## src/rtl/sync_rx_pkg.sv

```systemverilog
package sync_rx_pkg;

    typedef enum logic [1:0] {
        ADDR_CTRL = 2'd0,
        ADDR_DIV  = 2'd1,
        ADDR_STAT = 2'd2,
        ADDR_DATA = 2'd3
    } reg_addr_e;

    // bit 0 rx_en, bit 1 int_en, bit 2 clk_int
    typedef struct packed {
        logic clk_int;
        logic int_en;
        logic rx_en;
    } ctrl_t;

    localparam int CTRL_W = $bits(ctrl_t);

    // bit 0 full, bit 1 overrun
    typedef struct packed {
        logic ovr;
        logic full;
    } stat_t;

    localparam int STAT_W = $bits(stat_t);

    function automatic ctrl_t ctrl_from_word(input logic [CTRL_W-1:0] w);
        ctrl_t c;
        c = ctrl_t'(w);
        return c;
    endfunction

endpackage

```

## src/rtl/sync_rx_clkgen.sv

```systemverilog
module sync_rx_clkgen #(
    parameter int DIV_W       = 8,
    parameter int SYNC_STAGES = 2
) (
    input  logic             clk,
    input  logic             rst,
    input  logic             run_int,
    input  logic             run_ext,
    input  logic [DIV_W-1:0] div,
    input  logic             sclk_pin,
    input  logic             rxd_pin,
    output logic             sclk_int,
    output logic             sample,
    output logic             rxd_sync
);

    generate
        if (SYNC_STAGES < 2) begin : g_bad_sync
            $error("SYNC_STAGES must be at least 2");
        end
    endgenerate

    logic [DIV_W-1:0]       div_cnt;
    logic                   sclk_q;
    logic [SYNC_STAGES-1:0] ck_sh;
    logic [SYNC_STAGES-1:0] rx_sh;
    logic                   ck_prev;
    logic                   at_terminal;
    logic                   ext_rise;

    assign at_terminal = (div_cnt == div);

    // internal divider: half period is div+1 system clocks
    always_ff @(posedge clk) begin
        if (rst || !run_int) begin
            div_cnt <= '0;
            sclk_q  <= 1'b0;
        end else if (at_terminal) begin
            div_cnt <= '0;
            sclk_q  <= ~sclk_q;
        end else begin
            div_cnt <= div_cnt + 1'b1;
        end
    end

    // pin synchronizers, data delayed as much as the clock
    always_ff @(posedge clk) begin
        if (rst) begin
            ck_sh   <= '0;
            rx_sh   <= '0;
            ck_prev <= 1'b0;
        end else begin
            ck_sh   <= {ck_sh[SYNC_STAGES-2:0], sclk_pin};
            rx_sh   <= {rx_sh[SYNC_STAGES-2:0], rxd_pin};
            ck_prev <= ck_sh[SYNC_STAGES-1];
        end
    end

    assign ext_rise = ck_sh[SYNC_STAGES-1] & ~ck_prev;
    assign sample   = (run_int & at_terminal & ~sclk_q) | (run_ext & ext_rise);
    assign rxd_sync = rx_sh[SYNC_STAGES-1];
    assign sclk_int = sclk_q;

endmodule

```

## src/rtl/sync_rx_shifter.sv

```systemverilog
module sync_rx_shifter #(
    parameter int DATA_W = 8,
    localparam int CNT_W = $clog2(DATA_W)
) (
    input  logic              clk,
    input  logic              rst,
    input  logic              enable,
    input  logic              hold,
    input  logic              sample,
    input  logic              bit_in,
    output logic [DATA_W-1:0] word,
    output logic              done,
    output logic [CNT_W-1:0]  bit_cnt
);

    localparam logic [CNT_W-1:0] LAST_BIT = CNT_W'(DATA_W - 1);

    logic [DATA_W-1:0] shreg;
    logic [CNT_W-1:0]  cnt_q;
    logic              take;

    assign take = enable & ~hold & sample;
    assign word = {bit_in, shreg[DATA_W-1:1]};
    assign done = take & (cnt_q == LAST_BIT);

    always_ff @(posedge clk) begin
        if (rst) begin
            shreg <= '0;
            cnt_q <= '0;
        end else if (!enable || hold) begin
            cnt_q <= '0;
        end else if (take) begin
            shreg <= word;
            cnt_q <= (cnt_q == LAST_BIT) ? '0 : cnt_q + 1'b1;
        end
    end

    assign bit_cnt = cnt_q;

endmodule

```

## src/rtl/sync_rx_regs.sv

```systemverilog
module sync_rx_regs
    import sync_rx_pkg::*;
#(
    parameter int DATA_W = 8,
    parameter int DIV_W  = 8
) (
    input  logic              clk,
    input  logic              rst,
    input  logic              reg_wr,
    input  logic              reg_rd,
    input  logic [1:0]        reg_addr,
    input  logic [DATA_W-1:0] reg_wdata,
    input  logic              dma_rd,
    input  logic              done,
    input  logic [DATA_W-1:0] word,
    output ctrl_t             ctrl,
    output logic [DIV_W-1:0]  div,
    output stat_t             stat,
    output logic [DATA_W-1:0] data_buf,
    output logic [DATA_W-1:0] reg_rdata
);

    reg_addr_e addr;
    logic      wr_stat;
    logic      rd_stat;
    stat_t     armed;

    assign addr    = reg_addr_e'(reg_addr);
    assign wr_stat = reg_wr && (addr == ADDR_STAT);
    assign rd_stat = reg_rd && (addr == ADDR_STAT);

    always_ff @(posedge clk) begin
        if (rst) begin
            ctrl <= '0;
            div  <= '0;
        end else if (reg_wr) begin
            if (addr == ADDR_CTRL) ctrl <= ctrl_from_word(reg_wdata[CTRL_W-1:0]);
            if (addr == ADDR_DIV)  div  <= reg_wdata[DIV_W-1:0];
        end
    end

    // flags and buffer
    always_ff @(posedge clk) begin
        if (rst) begin
            stat     <= '0;
            data_buf <= '0;
        end else begin
            if (done && !stat.full) begin
                stat.full <= 1'b1;
                data_buf  <= word;
            end else if (dma_rd) begin
                stat.full <= 1'b0;
            end else if (wr_stat && !reg_wdata[0] && armed.full) begin
                stat.full <= 1'b0;
            end

            if (done && stat.full) begin
                stat.ovr <= 1'b1;
            end else if (wr_stat && !reg_wdata[1] && armed.ovr) begin
                stat.ovr <= 1'b0;
            end
        end
    end

    // a clear needs a prior status read that returned the flag as 1
    always_ff @(posedge clk) begin
        if (rst) begin
            armed <= '0;
        end else if (rd_stat) begin
            armed <= stat;
        end else if (wr_stat) begin
            armed <= '0;
        end else begin
            armed.full <= armed.full & stat.full;
            armed.ovr  <= armed.ovr & stat.ovr;
        end
    end

    always_comb begin
        unique case (addr)
            ADDR_CTRL: reg_rdata = DATA_W'(ctrl);
            ADDR_DIV:  reg_rdata = DATA_W'(div);
            ADDR_STAT: reg_rdata = DATA_W'(stat);
            ADDR_DATA: reg_rdata = data_buf;
            default:   reg_rdata = '0;
        endcase
    end

endmodule

```

## src/rtl/sync_rx_unit.sv

```systemverilog
module sync_rx_unit
    import sync_rx_pkg::*;
#(
    parameter int DATA_W      = 8,
    parameter int DIV_W       = 8,
    parameter int SYNC_STAGES = 2
) (
    input  logic              clk,
    input  logic              rst,
    input  logic              sclk_in,
    output logic              sclk_out,
    output logic              sclk_oe,
    input  logic              rxd,
    input  logic              reg_wr,
    input  logic              reg_rd,
    input  logic [1:0]        reg_addr,
    input  logic [DATA_W-1:0] reg_wdata,
    output logic [DATA_W-1:0] reg_rdata,
    input  logic              dma_rd,
    output logic [DATA_W-1:0] dma_data,
    output logic              irq_rx_end,
    output logic              irq_rx_err
);

    localparam int CNT_W = $clog2(DATA_W);

    ctrl_t             ctrl;
    stat_t             stat;
    logic [DIV_W-1:0]  div;
    logic [DATA_W-1:0] data_buf;
    logic [DATA_W-1:0] word;
    logic [CNT_W-1:0]  bit_cnt;
    logic              run_int;
    logic              run_ext;
    logic              sample;
    logic              rxd_sync;
    logic              done;
    logic              full;
    logic              ovr;
    logic              rx_en;

    assign rx_en   = ctrl.rx_en;
    assign run_int = ctrl.rx_en & ctrl.clk_int;
    assign run_ext = ctrl.rx_en & ~ctrl.clk_int;
    assign full    = stat.full;
    assign ovr     = stat.ovr;

    sync_rx_clkgen #(
        .DIV_W      (DIV_W),
        .SYNC_STAGES(SYNC_STAGES)
    ) clkgen_i (
        .clk     (clk),
        .rst     (rst),
        .run_int (run_int),
        .run_ext (run_ext),
        .div     (div),
        .sclk_pin(sclk_in),
        .rxd_pin (rxd),
        .sclk_int(sclk_out),
        .sample  (sample),
        .rxd_sync(rxd_sync)
    );

    sync_rx_shifter #(
        .DATA_W(DATA_W)
    ) shifter_i (
        .clk    (clk),
        .rst    (rst),
        .enable (rx_en),
        .hold   (ovr),
        .sample (sample),
        .bit_in (rxd_sync),
        .word   (word),
        .done   (done),
        .bit_cnt(bit_cnt)
    );

    sync_rx_regs #(
        .DATA_W(DATA_W),
        .DIV_W (DIV_W)
    ) regs_i (
        .clk      (clk),
        .rst      (rst),
        .reg_wr   (reg_wr),
        .reg_rd   (reg_rd),
        .reg_addr (reg_addr),
        .reg_wdata(reg_wdata),
        .dma_rd   (dma_rd),
        .done     (done),
        .word     (word),
        .ctrl     (ctrl),
        .div      (div),
        .stat     (stat),
        .data_buf (data_buf),
        .reg_rdata(reg_rdata)
    );

    assign sclk_oe    = run_int;
    assign dma_data   = data_buf;
    assign irq_rx_end = ctrl.int_en & full;
    assign irq_rx_err = ctrl.int_en & ovr;

endmodule

```

## config.mk

```make
export PLATFORM = sky130hd
export DESIGN_NAME = sync_rx_unit
export DESIGN_NICKNAME = d
export VERILOG_FILES = /design/src/rtl/sync_rx_pkg.sv /design/src/rtl/sync_rx_clkgen.sv /design/src/rtl/sync_rx_shifter.sv /design/src/rtl/sync_rx_regs.sv /design/src/rtl/sync_rx_unit.sv
export SDC_FILE = /design/constraint.sdc
export NUM_CORES = 1
export LEC_CHECK = 0
export BUFFER_PORTS_ARGS = -buffer_cell sky130_fd_sc_hd__buf_2
export CAP_MARGIN = 20
export CORE_ASPECT_RATIO = 0.5
export CORE_MARGIN = 2
export CORE_UTILIZATION = 49
export DETAILED_ROUTE_END_ITERATION = 8
export GPL_ROUTABILITY_DRIVEN = 0
export GPL_TIMING_DRIVEN = 0
export PLACE_DENSITY = 0.68
export RECOVER_POWER = 100
export REMOVE_ABC_BUFFERS = 1
export SYNTH_ARGS = -nofsm -noshare
export SYNTH_HDL_FRONTEND = slang
export SYNTH_SLANG_ARGS = --single-unit
export TNS_END_PERCENT = 100
```

## constraint.sdc

```tcl
create_clock -name clk -period 1.85 [get_ports clk]
set_clock_uncertainty 0.15 [all_clocks]
set_input_delay 0 -clock clk [delete_from_list [all_inputs] [get_ports clk]]
set_output_delay 0 -clock clk [all_outputs]
set_load 0.02 [all_outputs]
```

# Word level (Yosys, flattened, before mapping)
# Index checks and enable logic that the tools add are counted.
# op_classes
n_div	0
n_bitwise	19
mul	0
n_mux	9
eq_ne	5
n_lt_le_gt_ge	0
n_shift	0
addsub	2
reduce_logical	23
# ops
cell	count
8-bit case mux with 4 select lines	1
1-bit AND	13
8-bit by 1-bit adder with 8-bit output, second input constant	1
8-bit equality test	1
1-bit logical AND	8
2-bit AND reduction	3
1-bit zero test	5
1-bit two-way mux	5
1-bit inverter	5
2-bit equality test, second input constant	2
2-bit two-way mux	2
2-bit OR reduction	2
3-bit by 1-bit adder with 3-bit output, second input constant	1
3-bit equality test, second input constant	1
3-bit two-way mux	1
3-bit nonzero test	1
2-bit by 1-bit equality test with 1-bit output, second input constant	1
2-bit zero test	1
1-bit logical OR	2
2-bit nonzero test	1
1-bit OR	1
# totals
mem_bits_ro	0
latch_bits	0
ramBits	0
output_inout_bits	20
mem_count	0
reg_bits	48
word_cells	74
in_bits	17

# Depth between registers and ports, before layout
# Gate-level depths: netlist of the first run.
# logic_depth
depth_word	8
ltp_mapped	6
depth_no_buf	6

# Cells and area by module
# From an unflattened synthesis of the first run, not the netlist that was laid out.
# unflattened
hier_cells	225
hier_area_um2	2125.8
# by_module_without_submodules
module	cells_each	area_each_um2	instances	seq_area_each_um2
sync_rx_regs	120	1073.5	1	460.4
sync_rx_clkgen	60	578.1	1	280.3
sync_rx_shifter	41	445.4	1	200.2
sync_rx_unit	4	28.8	1	0.0

# Worst setup path before layout of the first run
# No wires, ideal clock.
# synth_timing
kind	flip-flop to flip-flop
start	register regs_i.div[4]
end	register regs_i.data_buf[0]
stages_incl_launch_ff	7
n_path_buf	1
setup_time_ns	0.087
synth_period_minus_slack_ns	1.654
slack_ns	0.196
t_required_ns	1.613
arrival_time_ns	1.417
path_cell_list	dfxtp_1 -> xor2_1 -> nor4_2 -> and3_4 -> nor2_2 -> buf_6 -> o31ai_1
# synth_between
elab_chain_cells	7
# synth_rtl
element	line_no	text
start: declaration	sync_rx_regs.sv:17	output logic [DIV_W-1:0] div,
start signal: assignment	sync_rx_regs.sv:38	if (addr == ADDR_DIV) div <= reg_wdata[DIV_W-1:0];
8-bit equality test	sync_rx_clkgen.sv:31	assign at_terminal = (div_cnt == div);
1-bit AND (2 in a row)	sync_rx_clkgen.sv:60	assign sample = (run_int & at_terminal & ~sclk_q) | (run_ext & ext_rise);
1-bit OR	sync_rx_clkgen.sv:60	
1-bit AND	sync_rx_shifter.sv:22	assign take = enable & ~hold & sample;
1-bit AND	sync_rx_shifter.sv:24	assign done = take & (cnt_q == LAST_BIT);
1-bit logical AND	sync_rx_regs.sv:48	if (done && !stat.full) begin
end signal: assignment	sync_rx_regs.sv:50	data_buf <= word;
end: declaration	sync_rx_regs.sv:19	output logic [DATA_W-1:0] data_buf,
# Every way passes these cells.
# A chain may end at the register's enable or synchronous reset.

# Worst setup path after layout of the first run
# layout_timing
start	register regs_i.div[4]
end	register regs_i.data_buf[1]
# Same word-level chain as after synthesis.

==> qor.csv, run 1 <==
metric,value,unit
dp.cells,312,
final_nets,301,
status,"complete, no violations",
cap_viol_max_count,0,
fin_crit_sh,96.9,%
multi_input_comb_area,0.00125,mm2
first_global_vias,1588,
die_y,51.4,um
clockBufferDepth,2,
wl,4.83,mm
placed_area,0.00241,mm2
vdd_drop_max,0.376,mV
route.detailed.drc,0,
ys_seq_elements,47,
tightest_slew,0.657,ns
post_drt_wl_per_cell,14.2,um
insertion_delay,0.30,ns
hold_path_class,input port to register,
cts_tree,built,
setup_viol_count_final,0,
timing.final.crit_period,1.79,ns
register_area,956,um2
final_util,62.8,%
whs,0.0368,ns
timing.slew.headroom,56.2,%
grt.total_usage,19.2,%
rsz0062_at_grt,yes,
whs_path_depth,4,
synth_top_cell_area_share,42.7,%
synth_cell_types,36,
first_pass_iters,4,
rr_worst_depth,5,
detail-route-antenna-nets,0,
layout-drive-gt1-share,20.9,%
cts_sinks,47,
setup_ws,0.0565,ns
clkTransAtPathRegs,0.09,ns
initial_core_util,50.5,%
cts_root_buffer,clkbuf_8,
crit_fanout,8,
die-area,0.00508,mm2
core_area,0.00436,mm2
grt_pass1_wl,7.56,mm
place_ws,-0.0524,ns
start_kind,register,
drv_slew,0,
gr-total-overflow,0,
synth_top_area_cell,dfxtp_1,
critPathArrivalTime,1.84,ns
cp.required,1.89,ns
syn_area,0.00220,mm2
ctsHtreeMaxLevel,2,
rows,17,
fillCellCount,375,
die_x,98.8,um
p_leak,1.20,nW
drtIter0Drc,61,
yosysWarnings,0,
synthTopCellsByArea,"dfxtp_1, mux2i_1, nor2_1",
final_area,0.00274,mm2
final_cell_mix,"dfxtp_1, nor2_1, mux2i_1",
numPortBuffers,36,
avgSynthCellArea,9.57,um2
diodes,0,
path_class,register to register,
fin_cells,339,
area_growth,24.4,%
viasPerCell,5.18,
power.density,719,mW/mm2
final_common_cell,dfxtp_1,
antenna_found_initial,0,
vias,1757,
seq_area_frac_synth,42.7,%
grt_start_max_net_pins,41,
postSynthCellCount,230,
ios,37,
cts_buffers,5,
dp_hpwl,3.30,mm
endpoint_kind,register,
hold_viol_final,0,
fmax,0.558,GHz
==> report_power, final <==
| group | total, W | switching, W | internal, W |
|---|---|---|---|
| clock | 0.000784 | 0.000346 | 0.000437 |
| combinational | 0.000156 | 0.0000785 | 0.0000771 |
| sequential | 0.00103 | 0.0000101 | 0.00102 |
==> metrics by stage <==
stage / TNS [ns] / power (W)
floorplan: -0.248 / 0.00113
global placement: -8.95 / 0.00118
detailed placement: -0.524 / 0.00119
CTS: 0 / 0.00198
global route: -0.129 / 0.00205
finish: 0 / 0.00197
==> path summary, 6_finish.rpt <==
| check | from | endpoint | slack (ns) |
|---|---|---|---|
| max | regs_i.div[4]$_SDFFE_PP0P_ | regs_i.data_buf[1]$_SDFFE_PP0P_ | 0.06 |
| min | reg_rd | regs_i.armed[0]$_SDFF_PP0_ | 0.04 |
| max reg2reg | regs_i.div[4]$_SDFFE_PP0P_ | regs_i.data_buf[1]$_SDFFE_PP0P_ | 0.06 |
| min reg2reg | clkgen_i.div_cnt[0]$_SDFF_PP0_ | clkgen_i.div_cnt[0]$_SDFF_PP0_ | 0.29 |
==> synth_stat cells, drive strengths merged <==
| cell | n |
|---|---|
| a21oi | 4 |
| buf | 3 |
| and2 | 4 |
| o21a | 1 |
| xnor2 | 4 |
| nand2 | 7 |
| o2111ai | 1 |
| o21ai | 2 |
| and3b | 1 |
| nand3b | 3 |
| inv | 3 |
| nor2 | 34 |
| dfxtp | 47 |
| or2 | 1 |
| nor3 | 1 |
| ha | 3 |
| a22o | 1 |
| nor4 | 2 |
| nor2b | 11 |
| and3 | 4 |
| or3 | 1 |
| mux2i | 25 |
| nand2b | 18 |
| clkbuf | 9 |
| o31ai | 9 |
| a2bb2oi | 8 |
| nor3b | 4 |
| nand3 | 4 |
| xor2 | 11 |
| mux4 | 2 |
| or4b | 1 |
| mux2 | 1 |
==> cells by family after synthesis <==
group	synth area share, %
buffers and inverters	3.01
flip-flops	42.7
adder cells (fa/ha/maj)	1.70
multiplexers	13.9
AND/OR/NAND/NOR	23.9
AO/OA/AOI/OAI	8.75
XOR/XNOR	5.97
==> metal layers <==
metal / part of all wire, % / wire (um) / global-route usage, %
met3: 4.6 / 223 / 6.29
met2: 46 / 2210 / 30.5
met5: 0 / 0 / 0
met1: 48 / 2330 / 24.9
met4: 1.2 / 59 / 6.62
==> area by class of cell <==
cell class / count / area share [%]
well taps: 57 / 2.60
multi-input cells: 168 / 45.8
repair buffers: 56 / 12.1
clock inverters: 2 / 1.28
inverters: 3 / 0.411
flip-flops and latches: 47 / 34.9
clock buffers: 6 / 3.01
==> sequential cells by signal, indices dropped and copies added (netlist names) <==
register,cells
regs_i.data_buf,8
clkgen_i.div_cnt,8
regs_i.armed,2
regs_i.ctrl,3
regs_i.stat,2
clkgen_i.rx_sh,2
shifter_i.shreg,7
clkgen_i.sclk_int,1
clkgen_i.ck_sh,2
shifter_i.bit_cnt,3
clkgen_i.ck_prev,1
regs_i.div,8
==> repair_timing <==
item / 4_1_cts / 5_1_grt
resized for setup: 5 / 18
cloned: 0 / 0
endpoints found under the hold margin: 15 / 0
endpoints found under the setup margin: 18 / 23
hold buffers: 11 / 0
pin swaps: 1 / 4
buffers inserted: 0 / 8
==> critical path, stage by stage (launching register included) <==
cell	delay, ns
dfxtp_2	0.33
xor2_1	0.16
nor4_2	0.41
nand3_2	0.30
a2bb2oi_1	0.24
o31ai_2	0.09
Power figures use the tool's default switching activity.
==> inputs of run 2 (changes only) <==
PLACE_DENSITY = 0.71   (was 0.68)
clock period = 1.62 ns   (was 1.85 ns; I/O delays follow)
==> run 2 against run 1 <==
The flow now finishes with violations (setup timing). Clock-buffer cell count increased by 1. Maximum frequency increased by 4.2%. Cell count increased by 1.5%. Worst setup slack got worse by 0.16 ns. Non-clock buffer count increased by 5. Power increased by 4.7%. Register-to-register slack got worse by 0.16 ns. Routed wire length increased by 1.7%. Sequential power increased by 15%. Core utilization increased by 3.3 points. First-iteration DRC count decreased by 21%. Critical endpoint is now regs_i.data_buf[0]$_SDFFE_PP0P_.
==> qor.csv, run 2 (same netlist as run 1, synthesis figures left out) <==
metric,value,unit,change
die_x,98.8,um,unchanged
fmax,0.581,GHz,was 0.558 GHz
cap_viol_max_count,0,,unchanged
rows,17,,unchanged
final_util,66.1,%,was 62.8%
critPathArrivalTime,1.76,ns,was 1.84 ns
layout-drive-gt1-share,31.4,%,was 20.9%
core_area,0.00436,mm2,unchanged
cts_root_buffer,clkbuf_8,,unchanged
setup_ws,-0.102,ns,was 0.0565 ns
viasPerCell,5.17,,was 5.18
multi_input_comb_area,0.00138,mm2,was 0.00125 mm2
post_drt_wl_per_cell,14.3,um,was 14.2 um
start_kind,register,,unchanged
die_y,51.4,um,unchanged
grt.total_usage,20.2,%,was 19.2%
hold_path_class,input port to register,,unchanged
dp_hpwl,3.23,mm,was 3.30 mm
path_class,register to register,,unchanged
power.density,716,mW/mm2,was 719 mW/mm2
area_growth,30.9,%,was 24.4%
die-area,0.00508,mm2,unchanged
drv_slew,0,,unchanged
route.detailed.drc,0,,unchanged
wl,4.91,mm,was 4.83 mm
first_global_vias,1681,,was 1588
cts_sinks,47,,unchanged
grt_pass1_wl,7.89,mm,was 7.56 mm
status,"complete, but fails checks",,"was complete, no violations"
register_area,970,um2,was 956 um2
ios,37,,unchanged
cp.required,1.66,ns,was 1.89 ns
ctsHtreeMaxLevel,2,,unchanged
numPortBuffers,36,,unchanged
final_common_cell,dfxtp_1,,unchanged
crit_fanout,8,,unchanged
final_cell_mix,"dfxtp_1, nor2_1, mux2i_1",,unchanged
cts_tree,built,,unchanged
fillCellCount,348,,was 375
antenna_found_initial,0,,unchanged
timing.final.crit_period,1.72,ns,was 1.79 ns
gr-total-overflow,0,,unchanged
initial_core_util,50.5,%,unchanged
final_nets,306,,was 301
p_leak,1.24,nW,was 1.20 nW
setup_viol_count_final,29,,was 0
detail-route-antenna-nets,0,,unchanged
vias,1777,,was 1757
finalSetupTns,-1.74,ns,was 0 ns
p_total,0.00206,W,was 0.00197 W
insertion_delay,0.30,ns,about the same
first_pass_iters,4,,unchanged
drtIter0Drc,48,,was 61
hold_viol_final,0,,unchanged
rsz0062_at_grt,yes,,unchanged
cts_buffers,5,,unchanged
vdd_drop_max,0.338,mV,was 0.376 mV
clockBufferDepth,2,,unchanged
fin_crit_sh,106,%,was 96.9%
tightest_slew,0.666,ns,was 0.657 ns
reg.largest.list,"clkgen_i.div_cnt x8, regs_i.data_buf x8, regs_i.div x8",,unchanged
violations,setup timing,,
clkTransAtPathRegs,0.08,ns,was 0.09 ns
grt_start_max_net_pins,41,,unchanged
timing.slew.headroom,55.6,%,was 56.2%
diodes,0,,unchanged
endpoint_kind,register,,unchanged
==> run 2: area by class of cell <==
class	instances	share of cell area, %
clock buffers	7	2.65
clock inverters	1	0.174
inverters	3	0.391
multi-input cells	168	47.7
flip-flops and latches	47	33.6
well taps	57	2.47
repair buffers	61	12.9
==> run 2: per-stage QoR <==
stage          setup slack (ns)  instance area (um2)  std cells  hold WS [ns]
2_1_floorplan            -0.277                 2150        218       -0.0809
3_3_place_gp             -0.712                 2400        311        0.0578
3_5_place_dp             -0.271                 2400        312        0.0645
4_1_cts                 -0.0947                 2800        341        0.0321
5_1_grt                  -0.190                 2880        344        0.0470
6_report                 -0.102                 2880        344        0.0315
==> run 2: what timing repair did <==
action / 4_1_cts / 5_1_grt
pin swaps: 17 / 6
buffers inserted: 10 / 3
gates resized for setup: 37 / 16
cloned: 0 / 0
endpoints found under the setup margin: 28 / 29
endpoints found under the hold margin: 15 / 0
hold buffers: 11 / 0
==> run 2: metal layers <==
layer  track usage [%]  vias to the layer above  wire length (um)
li1                  -                      902                 -
met1              26.4                      848              2350
met2              32.9                       20              2310
met3              4.24                        7               164
met4              8.68                        0                81
met5                 0                        -                 0
==> run 2: critical path: stages, from the launching register on <==
cell and delay [ns]:
dfxtp_2 0.33, xor2_1 0.16, nor4_2 0.35, buf_4 0.19, nand3_4 0.16, a2bb2oi_2 0.19
o31ai_2 0.08
==> run 2: final timing paths <==
check	start	end	slack, ns	cells past startpoint
worst min-delay path	reg_rd	regs_i.armed[1]$_SDFF_PP0_	0.03	4
worst max register to register	regs_i.div[4]$_SDFFE_PP0P_	regs_i.data_buf[0]$_SDFFE_PP0P_	-0.10	6
worst min register to register	clkgen_i.ck_sh[0]$_SDFF_PP0_	clkgen_i.ck_sh[1]$_SDFF_PP0_	0.29	1
worst max-delay path	regs_i.div[4]$_SDFFE_PP0P_	regs_i.data_buf[0]$_SDFFE_PP0P_	-0.10	6
==> run 2: power breakdown <==
group          internal (W)  leakage, nW  switching [W]
Combinational      0.000102        0.812      0.0000971
Sequential          0.00116        0.389      0.0000117
Clock              0.000304       0.0422       0.000386
==> inputs of run 3 (changes only) <==
PLACE_DENSITY = 0.75   (was 0.71)
==> run 3 against run 2 <==
The flow still finishes with violations (setup timing). Power increased by 3.7%. Global-route usage shrank 0.22 points. Cell count shrank 2.0%. Critical path type unchanged. First-iteration DRC count rose by 10%. Maximum frequency fell by 0.47%. Non-clock buffer count decreased by 7. Design area decreased by 0.13%.
==> qor.csv, run 3 (same netlist as run 1, synthesis figures left out) <==
metric,value,unit,change
status,"complete, but fails checks",,unchanged
violations,setup timing,,unchanged
drv_slew,0,,unchanged
insertion_delay,0.29,ns,was 0.30 ns
timing.slew.headroom,55.5,%,was 55.6%
gr-total-overflow,0,,unchanged
endpoint,shifter_i.shreg[7]$_SDFFE_PP0P_,,was regs_i.data_buf[0]$_SDFFE_PP0P_
wl_met3,122,um,was 164 um
vias,1731,,was 1777
die_x,98.8,um,unchanged
rr_worst_depth,5,,was 6
cts_buffers,5,,unchanged
combPwrFrac,9.3,%,was 9.6%
cts_sinks,47,,unchanged
rows,17,,unchanged
pwr-share-seq,55.0,%,was 56.9%
switchingPower,0.000486,W,was 0.000495 W
ios,37,,unchanged
fin_crit_sh,107,%,was 106%
final_area,0.00288,mm2,about the same
grt.total_usage,20.0,%,was 20.2%
layout-drive-gt1-share,28.9,%,was 31.4%
initial_core_util,50.5,%,unchanged
wl,4.92,mm,was 4.91 mm
p_int,0.00165,W,was 0.00157 W
vdd_drop_max,0.325,mV,was 0.338 mV
hold_path_class,input port to register,,unchanged
path_delay_family,simple AND/OR/NAND/NOR gates,,unchanged
clkTransAtPathRegs,0.08,ns,about the same
swShare,22.7,%,was 24.0%
place_ws,-0.257,ns,was -0.271 ns
start_kind,register,,unchanged
hold_viol_final,0,,unchanged
core_area,0.00436,mm2,unchanged
critPathBufInv,0,,was 1
die-area,0.00508,mm2,unchanged
route.detailed.drc,0,,unchanged
critPathArrivalTime,1.80,ns,was 1.76 ns
numPortBuffers,36,,unchanged
dp_hpwl,3.24,mm,was 3.23 mm
clockBufferDepth,2,,unchanged
clockPowerShare,35.7,%,was 33.4%
diodes,0,,unchanged
setup_ws,-0.110,ns,was -0.102 ns
grt_start_max_net_pins,41,,unchanged
grt_pass1_wl,7.89,mm,unchanged
ctsHtreeMaxLevel,2,,unchanged
tightest_slew,0.667,ns,was 0.666 ns
setup_viol_count_final,28,,was 29
r2r_start,regs_i.div[1]$_SDFFE_PP0P_,,was regs_i.div[4]$_SDFFE_PP0P_
cp.required,1.69,ns,was 1.66 ns
final_util,66.0,%,was 66.1%
cap_viol_max_count,0,,unchanged
reg2reg_slack,-0.11,ns,was -0.10 ns
p_leak,1.21,nW,was 1.24 nW
post_drt_wl_per_cell,14.6,um,was 14.3 um
fillCellCount,346,,was 348
top_layer_used,met4,,unchanged
antenna_found_initial,0,,unchanged
endpoint_kind,register,,unchanged
final_cell_mix,"nor2_1, dfxtp_1, mux2i_1",,"was dfxtp_1, nor2_1, mux2i_1"
cts_tree,built,,unchanged
whs,0.0265,ns,was 0.0315 ns
viasPerCell,5.14,,was 5.17
cp_num_cells,5,,was 6
detail-route-antenna-nets,0,,unchanged
critical-path-max-stage-delay,0.36,ns,was 0.35 ns
dr_wl_met2,2.33,mm,was 2.31 mm
regToRegEndpoint,shifter_i.shreg[7]$_SDFFE_PP0P_,,was regs_i.data_buf[0]$_SDFFE_PP0P_
timing.final.crit_period,1.73,ns,was 1.72 ns
slowest_stage,dfxtp_4,,was nor4_2
drtIter0Drc,53,,was 48
path_class,register to register,,unchanged
first_pass_iters,4,,unchanged
first_global_vias,1638,,was 1681
placed_area,0.00240,mm2,unchanged
wl_met1,2.43,mm,was 2.35 mm
crit_fanout,4,,was 8
final_nets,299,,was 306
fin_cells,337,,was 344
die_y,51.4,um,unchanged
dp.cells,312,,unchanged
cts_root_buffer,clkbuf_8,,unchanged
final_common_cell,nor2_1,,was dfxtp_1
startpoint,regs_i.div[1]$_SDFFE_PP0P_,,was regs_i.div[4]$_SDFFE_PP0P_
area_growth,30.7,%,was 30.9%
fmax,0.578,GHz,was 0.581 GHz
reg.largest.list,"clkgen_i.div_cnt x8, regs_i.data_buf x8, regs_i.div x8",,unchanged
power.density,743,mW/mm2,was 716 mW/mm2
worstPathCellList,xor2_2 > nor4_4 > and3_4 > o21a_4 > mux2i_1,,was xor2_1 > nor4_2 > buf_4 > nand3_4 > a2bb2oi_2 > o31ai_2
rsz0062_at_grt,yes,,unchanged
run 3: power by group through the flow:
stage                     Clock (W)  Sequential (W)  Combinational, W
after CTS                  0.000787         0.00118          0.000191
after floorplan                   0         0.00120         0.0000880
after detailed placement          0         0.00121          0.000146
final                      0.000764         0.00118          0.000199
after global placement            0         0.00121          0.000141
after global routing       0.000834         0.00118          0.000215
run 3: through the flow:
step	TNS (ns)	power, W
floorplan	-4.43	0.00129
global placement	-12.58	0.00135
detailed placement	-4.64	0.00135
CTS	-1.13	0.00216
global route	-3.95	0.00223
finish	-1.68	0.00214
run 3: worst min-delay path by stage:
| stage | start | to | slack [ns] | cells after the start |
|---|---|---|---|---|
| floorplan | rst | regs_i.stat[1]$_SDFFE_PP0P_ | -0.08 | 1 |
| global placement | rxd | clkgen_i.rx_sh[0]$_SDFF_PP0_ | 0.06 | 2 |
| detailed placement | rxd | clkgen_i.rx_sh[0]$_SDFF_PP0_ | 0.07 | 2 |
| CTS | reg_rd | regs_i.armed[1]$_SDFF_PP0_ | 0.02 | 4 |
| global route | reg_rd | regs_i.armed[0]$_SDFF_PP0_ | 0.05 | 4 |
| finish | reg_rd | regs_i.armed[1]$_SDFF_PP0_ | 0.03 | 4 |
run 3: worst register-to-register path, delay by kind of cell (launching register included):
| kind | cells | cell delay, ns |
|---|---|---|
| compound gates | 1 | 0.17 |
| xor+xnor | 1 | 0.18 |
| flops | 1 | 0.36 |
| mux | 1 | 0.19 |
| simple gates | 2 | 0.62 |
run 3: cell type report:
| class | instances | area [um2] | share of cell area, % |
|---|---|---|---|
| clock buffer | 8 | 100 | 3.48 |
| multi-input combinational | 168 | 1400 | 48.7 |
| sequential | 47 | 976 | 33.9 |
| timing repair buffer | 54 | 319 | 11.1 |
| inverter | 3 | 11.3 | 0.391 |
| tap | 57 | 71.3 | 2.48 |
run 3: layer usage:
layer | global-route usage, % | up-vias
li1 | - | 880
met1 | 26.6 | 827
met2 | 32.9 | 19
met3 | 5.06 | 5
met4 | 5.02 | 0
met5 | 0 | -
run 3: repair_timing:
item                                    CTS  global route
hold endpoints to repair                 15             0
endpoints found under the setup margin   28            29
setup buffers                             5             1
pin swaps                                13             7
gates resized for setup                  34            22
hold buffers                             11             0
